**src/rtl/kcp_pkg.sv**
```systemverilog
package kcp_pkg;
  localparam int KEY_LEN = 4;
  localparam logic [7:0] KEY_SEQ [KEY_LEN] = '{8'h87, 8'h01, 8'h55, 8'h55};

  localparam logic [7:0] IDX_CLOSE   = 8'h02;
  localparam logic [7:0] CLOSE_VAL   = 8'h02;
  localparam logic [7:0] IDX_LDN     = 8'h07;
  localparam logic [7:0] IDX_ID_HI   = 8'h20;
  localparam logic [7:0] IDX_ID_LO   = 8'h21;
  localparam logic [7:0] IDX_REV     = 8'h22;
  localparam logic [7:0] IDX_ENABLE  = 8'h30;
  localparam logic [7:0] IDX_BASE_HI = 8'h60;
  localparam logic [7:0] IDX_BASE_LO = 8'h61;
  localparam logic [7:0] IDX_GEN0    = 8'h70;
endpackage

```
**src/rtl/kcp_key_unlock.sv**
```systemverilog
module kcp_key_unlock
  import kcp_pkg::*;
(
  input  logic       clk,
  input  logic       rst,
  input  logic       key_wr,
  input  logic [7:0] key_byte,
  input  logic       relock,
  output logic       unlocked
);
  localparam int CNT_W = (KEY_LEN > 1) ? $clog2(KEY_LEN) : 1;
  localparam logic [CNT_W-1:0] LAST = CNT_W'(KEY_LEN - 1);

  logic [CNT_W-1:0] match_cnt;

  always_ff @(posedge clk) begin
    if (rst) begin
      match_cnt <= '0;
      unlocked  <= 1'b0;
    end else if (relock) begin
      match_cnt <= '0;
      unlocked  <= 1'b0;
    end else if (key_wr && !unlocked) begin
      if (key_byte == KEY_SEQ[match_cnt]) begin
        if (match_cnt == LAST) begin
          match_cnt <= '0;
          unlocked  <= 1'b1;
        end else begin
          match_cnt <= match_cnt + CNT_W'(1);
        end
      end else if (key_byte == KEY_SEQ[0]) begin
        match_cnt <= CNT_W'(1);
      end else begin
        match_cnt <= '0;
      end
    end
  end

  // opening only follows the final key byte at the final position
  p_open_on_last_key_r2: assert property (@(posedge clk) disable iff (rst)
    $rose(unlocked) |-> ($past(key_wr) && $past(key_byte) == KEY_SEQ[KEY_LEN-1]
                         && $past(match_cnt) == LAST));

  // a close request always locks
  p_close_locks_r10: assert property (@(posedge clk) disable iff (rst)
    relock |=> !unlocked);

  // without an index write the locked state cannot change
  p_no_open_without_write_r3: assert property (@(posedge clk) disable iff (rst)
    (!unlocked && !key_wr) |=> !unlocked);
endmodule

```
**src/rtl/kcp_bank_decode.sv**
```systemverilog
module kcp_bank_decode
  import kcp_pkg::*;
#(
  parameter int NUM_LDN = 4,
  parameter int SLOT_W  = 3,
  localparam int LDN_W  = $clog2(NUM_LDN),
  localparam int AW     = LDN_W + SLOT_W
)(
  input  logic [7:0]    index,
  input  logic [7:0]    ldn,
  output logic          hit,
  output logic [AW-1:0] ram_addr
);
  localparam int GEN_REGS = (1 << SLOT_W) - 3;

  logic             slot_hit;
  logic [SLOT_W-1:0] slot;

  always_comb begin
    slot_hit = 1'b0;
    slot     = '0;
    if (index == IDX_ENABLE) begin
      slot_hit = 1'b1;
      slot     = SLOT_W'(0);
    end else if (index == IDX_BASE_HI) begin
      slot_hit = 1'b1;
      slot     = SLOT_W'(1);
    end else if (index == IDX_BASE_LO) begin
      slot_hit = 1'b1;
      slot     = SLOT_W'(2);
    end else if (index >= IDX_GEN0 && int'(index) < int'(IDX_GEN0) + GEN_REGS) begin
      slot_hit = 1'b1;
      slot     = SLOT_W'(index - IDX_GEN0 + 8'd3);
    end
  end

  assign hit      = slot_hit && (int'(ldn) < NUM_LDN);
  assign ram_addr = {ldn[LDN_W-1:0], slot};
endmodule

```
**src/rtl/kcp_bank_ram.sv**
```systemverilog
module kcp_bank_ram #(
  parameter int AW = 5
)(
  input  logic          clk,
  input  logic          we,
  input  logic          re,
  input  logic [AW-1:0] addr,
  input  logic [7:0]    wdata,
  output logic [7:0]    rdata
);
  localparam int DEPTH = 1 << AW;

  logic [7:0] mem [DEPTH];

  always_ff @(posedge clk) begin
    if (we) mem[addr] <= wdata;
    if (re) rdata <= mem[addr];
  end
endmodule

```
**src/rtl/kcp_cfg_port.sv**
```systemverilog
module kcp_cfg_port
  import kcp_pkg::*;
#(
  parameter int          ADDR_W     = 16,
  parameter logic [15:0] INDEX_ADDR = 16'h002E,
  parameter logic [15:0] DATA_ADDR  = 16'h002F,
  parameter logic [15:0] CHIP_ID    = 16'h8712,
  parameter logic [3:0]  CHIP_REV   = 4'h8,
  parameter int          NUM_LDN    = 4,
  parameter int          SLOT_W     = 3
)(
  input  logic              clk,
  input  logic              rst,
  input  logic [ADDR_W-1:0] bus_addr,
  input  logic              bus_wr,
  input  logic              bus_rd,
  input  logic [7:0]        bus_wdata,
  output logic [7:0]        bus_rdata
);
  localparam int AW = $clog2(NUM_LDN) + SLOT_W;

  logic          idx_sel, dat_sel, port_rd;
  logic          unlocked, relock;
  logic [7:0]    index_q, ldn_q;
  logic          bank_hit;
  logic [AW-1:0] bank_addr;
  logic          ram_we, ram_re;
  logic [7:0]    ram_q;
  logic          rd_from_ram;
  logic [7:0]    rd_hold, rd_next;

  assign idx_sel = (bus_addr == INDEX_ADDR[ADDR_W-1:0]);
  assign dat_sel = (bus_addr == DATA_ADDR[ADDR_W-1:0]);
  assign port_rd = bus_rd && !bus_wr && (idx_sel || dat_sel);
  assign relock  = unlocked && bus_wr && dat_sel &&
                   index_q == IDX_CLOSE && bus_wdata == CLOSE_VAL;

  kcp_key_unlock u_key (
    .clk      (clk),
    .rst      (rst),
    .key_wr   (bus_wr && idx_sel),
    .key_byte (bus_wdata),
    .relock   (relock),
    .unlocked (unlocked)
  );

  always_ff @(posedge clk) begin
    if (rst) begin
      index_q <= 8'h00;
      ldn_q   <= 8'h00;
    end else if (unlocked && bus_wr) begin
      if (idx_sel) index_q <= bus_wdata;
      if (dat_sel && index_q == IDX_LDN) ldn_q <= bus_wdata;
    end
  end

  kcp_bank_decode #(.NUM_LDN(NUM_LDN), .SLOT_W(SLOT_W)) u_dec (
    .index    (index_q),
    .ldn      (ldn_q),
    .hit      (bank_hit),
    .ram_addr (bank_addr)
  );

  assign ram_we = unlocked && bus_wr && dat_sel && bank_hit;
  assign ram_re = unlocked && port_rd && dat_sel && bank_hit;

  kcp_bank_ram #(.AW(AW)) u_ram (
    .clk   (clk),
    .we    (ram_we),
    .re    (ram_re),
    .addr  (bank_addr),
    .wdata (bus_wdata),
    .rdata (ram_q)
  );

  always_comb begin
    if (!unlocked)    rd_next = 8'hFF;
    else if (idx_sel) rd_next = index_q;
    else begin
      case (index_q)
        IDX_LDN:   rd_next = ldn_q;
        IDX_ID_HI: rd_next = CHIP_ID[15:8];
        IDX_ID_LO: rd_next = CHIP_ID[7:0];
        IDX_REV:   rd_next = {4'h0, CHIP_REV};
        default:   rd_next = 8'h00;
      endcase
    end
  end

  always_ff @(posedge clk) begin
    if (rst) begin
      rd_from_ram <= 1'b0;
      rd_hold     <= 8'hFF;
    end else if (port_rd) begin
      rd_from_ram <= ram_re;
      rd_hold     <= rd_next;
    end
  end

  assign bus_rdata = rd_from_ram ? ram_q : rd_hold;

  // locked reads of either port give all ones
  p_locked_reads_ff_r4: assert property (@(posedge clk) disable iff (rst)
    (port_rd && !unlocked) |=> bus_rdata == 8'hFF);

  // the selector cannot move while locked
  p_locked_ldn_stable_r4: assert property (@(posedge clk) disable iff (rst)
    !unlocked |=> $stable(ldn_q));

  // the index changes only on an index-port write
  p_index_only_by_write_r5: assert property (@(posedge clk) disable iff (rst)
    !(bus_wr && idx_sel) |=> $stable(index_q));

  // identity high byte read
  p_id_high_r6: assert property (@(posedge clk) disable iff (rst)
    (port_rd && dat_sel && unlocked && index_q == IDX_ID_HI) |=> bus_rdata == CHIP_ID[15:8]);

  // output holds between port reads
  p_rdata_hold_r11: assert property (@(posedge clk) disable iff (rst)
    !port_rd |=> $stable(bus_rdata));
endmodule

```
**config.mk**
```make
export PLATFORM = sky130hd
export DESIGN_NAME = kcp_cfg_port
export DESIGN_NICKNAME = d
export VERILOG_FILES = /design/src/rtl/kcp_pkg.sv /design/src/rtl/kcp_key_unlock.sv /design/src/rtl/kcp_bank_decode.sv /design/src/rtl/kcp_bank_ram.sv /design/src/rtl/kcp_cfg_port.sv
export SDC_FILE = /design/constraint.sdc
export NUM_CORES = 1
export LEC_CHECK = 0
export ABC_AREA = 1
export BUFFER_PORTS_ARGS = -buffer_cell sky130_fd_sc_hd__buf_2
export CORE_MARGIN = 8
export CORE_UTILIZATION = 65
export CTS_CLUSTER_SIZE = 24
export DETAILED_ROUTE_END_ITERATION = 6
export GPL_TIMING_DRIVEN = 0
export PLACE_DENSITY_LB_ADDON = 0.05
export SLEW_MARGIN = 10
export SYNTH_ARGS = -nofsm -noshare
export SYNTH_HDL_FRONTEND = slang
export SYNTH_HIERARCHICAL = 1
export SYNTH_SLANG_ARGS = --single-unit
```
**constraint.sdc**
```tcl
create_clock -name clk -period 4.6 [get_ports clk]
set_clock_uncertainty 0.05 [all_clocks]
set_input_delay 0.23 -clock clk [delete_from_list [all_inputs] [get_ports clk]]
set_output_delay 0.23 -clock clk [all_outputs]
set_load 0.005 [all_outputs]
```
Word-level counts from Yosys, hierarchy flattened
Memories as Yosys holds them, arrays and structs flattened. A register that Yosys moved wholly into a read port is not among the register bits.
Cells that the tools add are included.
{"block": "op_classes", "add_sub_neg": 3, "reduce_logical": 22, "mux": 20, "n_eq_ne": 14, "bitwise_logic": 1, "n_lt_le_gt_ge": 4}
{"op": "8-bit two-way mux", "count": 5}
{"op": "16-bit by 6-bit equality test with 1-bit output, second input constant", "count": 2}
{"op": "8-bit by 6-bit equality test with 1-bit output, second input constant", "count": 4}
{"op": "8-bit case mux with 4 select lines", "count": 1}
{"op": "8-bit binary-select mux with 2-bit select", "count": 1}
{"op": "8-bit by 2-bit equality test with 1-bit output, second input constant", "count": 2}
{"op": "8-bit by 7-bit equality test with 1-bit output, second input constant", "count": 2}
{"op": "1-bit logical AND", "count": 15}
{"op": "3-bit two-way mux", "count": 4}
{"op": "8-bit by 3-bit equality test with 1-bit output, second input constant", "count": 1}
{"op": "8-bit equality test", "count": 1}
{"op": "8-bit equality test, second input constant", "count": 1}
{"op": "8-bit by 7-bit greater-or-equal comparator with 1-bit output, second input constant", "count": 1}
{"op": "8-bit by 3-bit less-than comparator with 1-bit output, second input constant", "count": 1}
{"op": "8-bit by 7-bit less-than comparator with 1-bit output, second input constant", "count": 1}
{"op": "1-bit two-way mux", "count": 7}
{"op": "2-bit two-way mux", "count": 2}
{"op": "2-bit AND reduction", "count": 2}
{"op": "3-bit by 2-bit adder with 3-bit output, second input constant", "count": 1}
{"op": "3-bit greater-or-equal comparator, second input constant", "count": 1}
{"op": "2-bit NOT with 3-bit output", "count": 1}
{"op": "3-bit AND reduction", "count": 1}
{"op": "3-bit by 1-bit subtractor with 3-bit output, second input constant", "count": 1}
{"op": "2-bit by 1-bit adder with 2-bit output, second input constant", "count": 1}
{"op": "4 further kinds", "count": 5}
{"block": "word_totals", "regBits": 28, "input_bits": 28, "memories": 1, "out_inout_bits": 8, "elab_cells": 71, "mem_bits_rw": 256}
{"name": "u_ram.mem", "words": 32, "width": 8, "read_ports": 1, "rd_clocked_by_memory_dff": 1, "wr": 1, "line_no": "kcp_bank_ram.sv:13", "rtl": "logic [7:0] mem [DEPTH];"}

Longest topological paths before layout
Gate-level depths: netlist of run 1.
{"block": "depth", "word_depth": 10, "depth_mapped": 18, "ltp_nobuf": 15}

Hierarchy
The synthesis of run 1 kept the hierarchy.
{"module": "kcp_bank_ram", "area_each_um2": 11068.1, "cells_per_inst": 1063, "instances": 1, "seq_area_each_um2": 7927.6}
{"module": "kcp_cfg_port", "area_each_um2": 1511.4, "cells_per_inst": 237, "instances": 1, "seq_area_each_um2": 500.5}
{"module": "kcp_key_unlock", "area_each_um2": 281.5, "cells_per_inst": 46, "instances": 1, "seq_area_each_um2": 60.1}
{"module": "kcp_bank_decode", "area_each_um2": 231.5, "cells_per_inst": 43, "instances": 1, "seq_area_each_um2": 0.0}

Worst setup path after synthesis of run 1
No wires, ideal clock.
{"block": "synth_timing", "kind": "flip-flop to flip-flop", "from": "register index_q[0]", "to": "memory u_ram.mem[0][0], enable pin", "required_time_ns": 4.180, "path_buffers": 2, "period_less_slack_ns": 2.544, "setup_time_ns": 0.370, "setup_slack_ns": 2.056, "stages_incl_launch_ff": 14, "arrival_ns": 2.124, "path_cell_list": "dfxtp_1 inv_1 ha_1 nand2_1 nand2_2 nand2_2 nand2_2 nand2_2 nor2_2 inv_2 buf_2 buf_2 nand3_1 nor2_1"}
{"block": "synth_between", "elab_cells_between_ends": 20, "cone_classes": "2 x add/sub; 2 x order compare; 3 x eq/ne; 10 x mux; 3 x reduce/logical"}
{"element": "start: declaration", "line_no": "kcp_cfg_port.sv:24", "rtl": "logic [7:0] index_q, ldn_q;"}
{"element": "start signal: assignment", "line_no": "kcp_cfg_port.sv:52", "rtl": "if (idx_sel) index_q <= bus_wdata;"}
{"element": "3-bit by 1-bit subtractor with 3-bit output, or another cell as far along", "line_no": "kcp_bank_decode.sv:33", "rtl": "slot = SLOT_W'(index - IDX_GEN0 + 8'd3);"}
{"element": "3-bit by 2-bit adder with 3-bit output or 1-bit logical AND (tied branches)", "line_no": "kcp_bank_decode.sv:33, kcp_bank_decode.sv:31"}
{"element": "3-bit two-way mux", "line_no": "kcp_bank_decode.sv:31", "rtl": "end else if (index >= IDX_GEN0 && int'(index) < int'(IDX_GEN0) + GEN_REGS) begin"}
{"element": "3-bit two-way mux", "line_no": "kcp_bank_decode.sv:28", "rtl": "end else if (index == IDX_BASE_LO) begin"}
{"element": "3-bit two-way mux", "line_no": "kcp_bank_decode.sv:25", "rtl": "end else if (index == IDX_BASE_HI) begin"}
{"element": "3-bit two-way mux *", "line_no": "kcp_bank_decode.sv:22", "rtl": "if (index == IDX_ENABLE) begin"}
{"element": "net bank_addr[1]", "line_no": "kcp_cfg_port.sv:26", "rtl": "logic [AW-1:0] bank_addr;"}
{"element": "end: declaration", "line_no": "kcp_bank_ram.sv:13"}
Mark *: on every way through the listed nets, which the timed path passes. The rest lies on a longest branch.

Worst setup path after layout of run 1
{"block": "layout_timing", "from": "register index_q[0]", "to": "memory u_ram.mem[6][5], enable pin"}
The elaborated chain is that of the path after synthesis.

==> results of run 1 <==
==> logic make-up (layout without fill, tap and decap cells) <==
group / count (synthesis) / in the layout / synth area share
adder cells (fa/ha/maj): 6 / 6 / 0.00573
flip-flops: 292 / 292 / 0.648
AND/OR/NAND/NOR: 956 / 956 / 0.293
buffers and inverters: 113 / 203 / 0.0404
multiplexers: 8 / 8 / 0.00688
AO/OA/AOI/OAI: 14 / 14 / 0.00535
==> cell type report <==
type,count,area [um2],area share
Sequential cell,292,8490,0.579
Multi-Input combinational cell,984,4080,0.278
Tap cell,270,338,0.0230
Clock inverter,19,278,0.0189
Inverter,58,219,0.0149
Timing Repair Buffer,36,185,0.0126
Clock buffer,35,768,0.0524
Buffer,55,310,0.0212
==> placed cells by master (no fill, tap or decap) <==
master	instances
sky130_fd_sc_hd__a21oi_1	13
sky130_fd_sc_hd__buf_2	61
sky130_fd_sc_hd__buf_4	15
sky130_fd_sc_hd__buf_6	2
sky130_fd_sc_hd__bufinv_16	7
sky130_fd_sc_hd__clkbuf_1	16
sky130_fd_sc_hd__clkbuf_16	29
sky130_fd_sc_hd__clkbuf_8	2
sky130_fd_sc_hd__clkinv_1	4
sky130_fd_sc_hd__clkinv_2	5
sky130_fd_sc_hd__clkinv_4	1
sky130_fd_sc_hd__clkinvlp_4	2
sky130_fd_sc_hd__dfxtp_1	28
sky130_fd_sc_hd__dlygate4sd3_1	1
sky130_fd_sc_hd__edfxtp_1	264
sky130_fd_sc_hd__ha_1	6
sky130_fd_sc_hd__inv_1	40
sky130_fd_sc_hd__inv_2	17
sky130_fd_sc_hd__inv_6	1
sky130_fd_sc_hd__mux2_2	8
sky130_fd_sc_hd__nand2_1	774
sky130_fd_sc_hd__nand2_2	9
sky130_fd_sc_hd__nand2_4	2
sky130_fd_sc_hd__nand3_1	53
sky130_fd_sc_hd__nand3_2	1
sky130_fd_sc_hd__nand4_1	4
sky130_fd_sc_hd__nor2_1	87
sky130_fd_sc_hd__nor2_2	6
sky130_fd_sc_hd__nor2_4	3
sky130_fd_sc_hd__nor2_8	1
sky130_fd_sc_hd__nor3_1	2
sky130_fd_sc_hd__nor3_2	8
sky130_fd_sc_hd__nor3_4	1
sky130_fd_sc_hd__nor4_1	2
sky130_fd_sc_hd__o21ai_1	1
sky130_fd_sc_hd__or2_0	1
sky130_fd_sc_hd__or2_2	2
==> worst reg2reg max path, stage by stage (launching register included) <==
cell and delay (ps):
sky130_fd_sc_hd__dfxtp_1 510, sky130_fd_sc_hd__inv_1 120, sky130_fd_sc_hd__ha_1 210, sky130_fd_sc_hd__inv_1 70, sky130_fd_sc_hd__nor2_2 40, sky130_fd_sc_hd__nand2_1 90
sky130_fd_sc_hd__nand2_2 70, sky130_fd_sc_hd__nor2_2 230, sky130_fd_sc_hd__buf_2 330, sky130_fd_sc_hd__buf_2 290, sky130_fd_sc_hd__nand3_1 530, sky130_fd_sc_hd__nor2_1 880
==> power by group through the flow <==
stage,Combinational (mW),Sequential (mW),Clock [mW]
after floorplan,0.0146,2.94,0
after global placement,0.0760,2.94,0
after detailed placement,0.0783,2.94,0
after CTS,0.0791,2.89,2.58
after global routing,0.0867,2.89,2.68
final,0.0789,2.89,2.55
==> per-layer routing <==
layer,vias up,wire (um)
li1,4599,-
met1,4467,13500
met2,469,14600
met3,65,2920
met4,0,1040
met5,-,0
==> sequential cells by signal, indices dropped and copies added (netlist names) <==
signal,cells
u_ram/mem,256
index_q,8
ldn_q,8
rd_hold,8
u_ram/rdata,8
u_key/match_cnt,2
rd_from_ram,1
u_key/unlocked,1
==> per-stage QoR <==
step	power, mW	cell area (um2)	utilization	cells	hold slack, ps
3_5_place_dp	3.02	13600	0.681	1694	410
4_1_cts	5.54	14700	0.734	1749	51.8
3_3_place_gp	3.02	13600	0.681	1694	406
5_1_grt	5.65	14700	0.734	1749	103
2_1_floorplan	2.96	13100	-	1389	279
6_report	5.52	14700	0.734	1749	70.7
==> path summary, 6_finish.rpt <==
| kind | start | end | slack (ps) |
|---|---|---|---|
| max | index_q[0] | u_ram/mem[6][5] | 820 |
| max reg2reg | index_q[0] | u_ram/mem[6][5] | 820 |
| min reg2reg | rd_hold[7] | rd_hold[7] | 420 |
| min | bus_rd | rd_from_ram | 70 |
==> results.ini, run 1 <==
[grt]
globalRouteMet3Util = 0.0450
largest_net_degree_at_the_start_of_global_routing = 39
grt_antenna_before_repair = 0
grt_first_pass_wirelength_um = 48900
grt_util_met1 = 0.372
overflow = 0
first_global_vias = 8834
groute.layer.met2.usage = 0.410
grt_busiest_layer = met2
grtUsageTotal = 0.264

[timing]
timing.final.setup_violations = 0
worstMarginPinSlew_ps = 922
report.final.hold_viol_count = 0
post-route-period-util = 0.821
post-route-worst-setup-slack_ps = 822
timing.slew.headroom = 0.385
rsz0062_at_grt = no
finalWorstPathRequiredPeriod_ps = 3780
setup-tns-final_ps = 0
maxClockFrequency_mhz = 265
finalMaxSlewViolations = 0

[synthesis]
synth_enable_flop_cells = 264
synth.net_count = 1423
syn_avg_cell_area_um2 = 9.43
synth_area_leader_cell = sky130_fd_sc_hd__edfxtp_1
ys_dominant_reg_cell = sky130_fd_sc_hd__edfxtp_1
synth.top_cells.by_area = sky130_fd_sc_hd__edfxtp_1 61%, sky130_fd_sc_hd__nand2_1 22%, sky130_fd_sc_hd__dfxtp_1 4.3%
synthMostInstantiatedCell = sky130_fd_sc_hd__nand2_1
synthesis.area_um2 = 13100
post_synth_inst_count = 1389
unique_cell_type_count_in_the_yosys_netlist = 29
share_of_the_synthesized_area_in_the_top_cell_type = 0.606
async_reset_ff_frac = 0
synth.top_cells.by_count = 774 x sky130_fd_sc_hd__nand2_1, 264 x sky130_fd_sc_hd__edfxtp_1, 87 x sky130_fd_sc_hd__nor2_1, 53 x sky130_fd_sc_hd__nand3_1, 40 x sky130_fd_sc_hd__inv_1
synth.yosys.seq_area_share = 0.648
yosys_warnings = 6
ys_ff_latch = 292

[routing]
route.detailed.vias_per_inst = 5.49
drt_first_iter_violations = 1127
dr.pass1.iters = 5
antenna_left = 0
wirelength_um = 32000
routedWlPerCell_um = 18.3
post-route-drc-count = 0
dr_total_vias = 9600

[clock_network]
clock_path_buffers = 3
cts.sink_count = 292
worstSkewPairLatency_ps = 550
htree_num_levels = 1
postCtsResizedCells = 0
clkSlewWorstSetupHoldPaths_ps = 60
cts-hold-fix-buffers = 1
clock-root-buffer = sky130_fd_sc_hd__clkbuf_16
cts_tree = yes
postCtsSetupRepairBufs = 0
cts_buf_count = 29

[final_layout]
fill_cells = 1470
final_layout_size_suffix_gt1_frac = 0.124
net_count_final = 1490
n_antenna_cell = 0
area_delta_synth_final_pct = 12.0

[worst_setup_path]
cp_top_family = simple AND/OR/NAND/NOR gates
cp_cell_sequence = inv_1 -> ha_1 -> inv_1 -> nor2_2 -> nand2_1 -> nand2_2 -> nor2_2 -> buf_2 -> buf_2 -> nand3_1 -> nor2_1
critical-path-slowest-cell = sky130_fd_sc_hd__nor2_1
worst_endpoint_data_arrival_time_ps = 3890
criticalPathCategory = flip-flop to flip-flop
worst_ep_required_time_ps = 4710
crit_end_element = flip-flop
worst_setup_path_start_kind = flip-flop
worst_r2r_path_depth = 11
cp_num_buf_inv = 4
largest_fanout_on_the_critical_path = 10
critical_path_depth = 11
critical-path-max-stage-delay_ps = 880

[die]
initial_utilization = 0.655
std_cell_rows = 52
floorplan.core_area_um2 = 20000
floorplan.die.height_um = 158
pin_count = 36
dieArea_um2 = 24900
die_width_um = 158

[placement]
gp_congestion = 0.920
port-buffer-count = 35
place_worst_setup_slack_ps = 909
place_hpwl_um = 20300

[pwr]
seq_power_share = 0.523
internal-power_mw = 4.48
power.share.switching = 0.188
power.clock.fraction = 0.462
pwr-share-comb = 0.014
switchingPower_mw = 1.03
power.ir.vdd_worst_mv = 0.401
power.static_leakage_nw = 6.08
p_per_area_nw_per_um2 = 376

[run_status]
outcome = finished, final reports clean

[min_path]
kind_of_path_behind_the_tightest_hold_check = input pin to flip-flop
holdPathStages = 5

[flow_run]
max_capacitance_violation_total = 0

Note: power is estimated with default switching activity, not from simulation.
==> run 2, diff against run 1 <==
--- a/config.mk
+++ b/config.mk
@@ -5,10 +5,10 @@
 export SDC_FILE = /design/constraint.sdc
 export NUM_CORES = 1
 export LEC_CHECK = 0
-export ABC_AREA = 1
+export ABC_AREA = 0
 export BUFFER_PORTS_ARGS = -buffer_cell sky130_fd_sc_hd__buf_2
 export CORE_MARGIN = 8
-export CORE_UTILIZATION = 65
+export CORE_UTILIZATION = 62
 export CTS_CLUSTER_SIZE = 24
 export DETAILED_ROUTE_END_ITERATION = 6
 export GPL_TIMING_DRIVEN = 0
==> constraint.sdc (replaced) <==
create_clock -name clk -period 3.9 [get_ports clk]
set_clock_uncertainty 0.05 [all_clocks]
set_input_delay 0.195 -clock clk [delete_from_list [all_inputs] [get_ports clk]]
set_output_delay 0.195 -clock clk [all_outputs]
set_load 0.005 [all_outputs]
==> run 2 against run 1 <==
  * The run now ends with setup timing left
  * Power grew 9.9%
  * Register-to-register slack worse by 850 ps
  * Highest routed layer unchanged
  * Largest cell class unchanged
  * Die area is 3.0% lower
  * Fmax decreased by 3.8%
  * Sequential power up 18%
  * Design area decreased by 5.8%
  * Cell count fell by 35%
  * Combinational power is 8.7% higher
==> results.ini, run 2 <==
[run_status]
outcome = complete, but fails checks
failed_checks = setup timing

[timing]
worstMarginPinSlew_ps = 826
timing.final.setup_violations = 56
post-route-worst-setup-slack_ps = -29.5
finalMaxSlewViolations = 0
rsz0062_at_grt = yes
timing.slew.headroom = 0.449
finalWorstPathRequiredPeriod_ps = 3930
post-route-period-util = 1.01
maxClockFrequency_mhz = 254
report.final.hold_viol_count = 0

[synthesis]
synth.net_count = 819
unique_cell_type_count_in_the_yosys_netlist = 60
async_reset_ff_frac = 0
syn_avg_cell_area_um2 = 15.4
synthesis.area_um2 = 12100
synthMostInstantiatedCell = sky130_fd_sc_hd__edfxtp_1
ys_dominant_reg_cell = sky130_fd_sc_hd__edfxtp_1
synth_area_leader_cell = sky130_fd_sc_hd__edfxtp_1
synth_enable_flop_cells = 264
ys_ff_latch = 292
yosys_warnings = 6
share_of_the_synthesized_area_in_the_top_cell_type = 0.657
synth.top_cells.by_count = 264 x sky130_fd_sc_hd__edfxtp_1, 146 x sky130_fd_sc_hd__mux2i_1, 63 x sky130_fd_sc_hd__o22ai_1, 62 x sky130_fd_sc_hd__nor2_1, 28 x sky130_fd_sc_hd__dfxtp_1
post_synth_inst_count = 785
synth.top_cells.by_area = sky130_fd_sc_hd__edfxtp_1 66%, sky130_fd_sc_hd__mux2i_1 12%, sky130_fd_sc_hd__dfxtp_1 4.6%
synth.yosys.seq_area_share = 0.703

[final_layout]
layout_common_cells = 264 x sky130_fd_sc_hd__edfxtp_1, 146 x sky130_fd_sc_hd__mux2i_1, 63 x sky130_fd_sc_hd__o22ai_1
n_antenna_cell = 0
net_count_final = 890
most_common_cell_after_layout_fill_and_taps_aside = sky130_fd_sc_hd__edfxtp_1
final_layout_size_suffix_gt1_frac = 0.196
reg_with_most_ffs = u_ram/mem
final_core_utilization = 0.717
fin_cells = 1141
largest_register_ff_count = 256
area_delta_synth_final_pct = 14.5
final_cell_area_um2 = 13800

[routing]
route.detailed.vias_per_inst = 6.30
post-route-drc-count = 0
antenna_left = 0
wirelength_um = 28000
drt_first_iter_violations = 645
dr.pass1.iters = 5
dr_total_vias = 7189
routedWlPerCell_um = 24.5

[worst_setup_path]
worst_setup_path_start_kind = flip-flop
r2r_setup_slack_ps = -30
worst_endpoint_data_arrival_time_ps = 4060
timing.rr.end = u_ram/mem[8][6]
largest_fanout_on_the_critical_path = 8
worst_r2r_path_depth = 10
critical-path-slowest-cell = sky130_fd_sc_hd__nor3_2
cp_top_family = simple AND/OR/NAND/NOR gates
worst_ep_required_time_ps = 4030
cp_cell_sequence = inv_1 -> ha_1 -> nor2b_1 -> or3_1 -> a31oi_1 -> inv_1 -> nor3_2 -> or3b_2 -> clkbuf_1 -> nor2_2
timing.critical_path.mode_cell = sky130_fd_sc_hd__inv_1
cp_num_buf_inv = 3
criticalPathCategory = flip-flop to flip-flop
crit_end_element = flip-flop
critical-path-max-stage-delay_ps = 540
r2r-start = index_q[0]

[die]
floorplan.core_area_um2 = 19300
floorplan.die.height_um = 156
die_width_um = 156
std_cell_rows = 51
pin_count = 36
initial_utilization = 0.626
dieArea_um2 = 24200

[min_path]
worstHoldEndpoint = u_key/unlocked
holdPathStages = 4
holdCritStartpoint = bus_wr
kind_of_path_behind_the_tightest_hold_check = input pin to flip-flop

[pwr]
power.static_leakage_nw = 4.14
total_power_mw = 6.06
p_per_area_nw_per_um2 = 439
power.ir.vdd_worst_mv = 0.399

[clock_network]
clock_path_buffers = 3
clkSlewWorstSetupHoldPaths_ps = 60
clock-root-buffer = sky130_fd_sc_hd__clkbuf_16
cts_tree = yes
cts_buf_count = 28
cts.sink_count = 292
htree_num_levels = 1
worstSkewPairLatency_ps = 540

[placement]
port-buffer-count = 34
place_hpwl_um = 18100
gp_congestion = 0.843
post-place-cells = 1084
place_area_um2 = 12600

[grt]
grtUsageTotal = 0.230
grt_first_pass_wirelength_um = 42100
grt_antenna_before_repair = 0
largest_net_degree_at_the_start_of_global_routing = 39
overflow = 0
first_global_vias = 7169

[flow_run]
max_capacitance_violation_total = 0

[run 2: changes by cell type after synthesis, sizes merged, moves of 9 or more]
| cell | delta |
|---|---|
| nand2 | -758 |
| buf | -13 |
| nor4 | +19 |
| mux2i | +146 |
| a21oi | -9 |
| nor2 | -35 |
| inv | -49 |
| o22ai | +64 |
| nand3 | -44 |
[run 2: per-layer routing]
layer / wire length [um] / vias to the layer above / GRT usage
met1: 11700 / 3585 / 0.314
met2: 13300 / 318 / 0.378
met3: 2310 / 45 / 0.0422
met4: 659 / 0 / 0.0587
li1: - / 3241 / -
met5: 0 / - / 0
[run 2: worst max-delay path by stage]
| stage | from | to | slack [ps] | depth (start not counted) |
|---|---|---|---|---|
| finish | index_q[0] | u_ram/mem[8][6] | -30 | 10 |
| global route | index_q[0] | u_ram/mem[1][2] | -180 | 9 |
| CTS | index_q[0] | u_ram/mem[27][3] | -200 | 9 |
| detailed placement | index_q[0] | u_ram/mem[26][4] | -460 | 9 |
| global placement | index_q[0] | u_ram/mem[27][3] | -280 | 9 |
| floorplan | index_q[0] | u_ram/mem[27][0] | 600 | 9 |
[run 2: power breakdown]
part           internal [mW]  switching [mW]
sequential              3.41   0.00000000242
clock                   1.48            1.09
combinational         0.0158          0.0699
[run 2: tightest hold or removal path, delay by kind of cell]
kind	cells	cell delay [ps]
compound gates	1	70
buf+inv	1	110
simple gates	2	260
[run 2: cell type report]
class	instances	area (um2)
sequential	292	8490
fill	1273	5460
multi-input combinational	441	3590
clock buffer	32	737
tap	265	332
timing repair buffer	41	263
buffer	44	238
clock inverter	18	138
inverter	8	30.0
[run 2: cells by family (layout without fill, tap and decap cells)]
group           Yosys count  count (layout)  synth area share
compound gates           87              87            0.0492
flops                   292             292             0.703
xor+xnor                  2               2           0.00145
simple gates            192             192            0.0905
mux                     154             154             0.129
fa+ha+maj                 6               6           0.00622
buf+inv                  52             143            0.0206
[run 2: what timing repair did]
item / in CTS / in global routing
pin swaps: 0 / 5
gates resized for setup: 29 / 39
buffers inserted: 0 / 6
hold buffers: 1 / 0
endpoints found under the setup margin: 166 / 264
endpoints found under the hold margin: 1 / 0
[run 2: per-stage QoR]
stage / setup TNS, ps / worst slack (ps) / hold WS (ps)
final: -915 / -29.5 / 105
after detailed placement: -20870 / -455 / 432
after global placement: -7740 / -280 / 434
after CTS: -13080 / -195 / 82.6
after floorplan: 0 / 599 / 244
after global routing: -11930 / -182 / 107
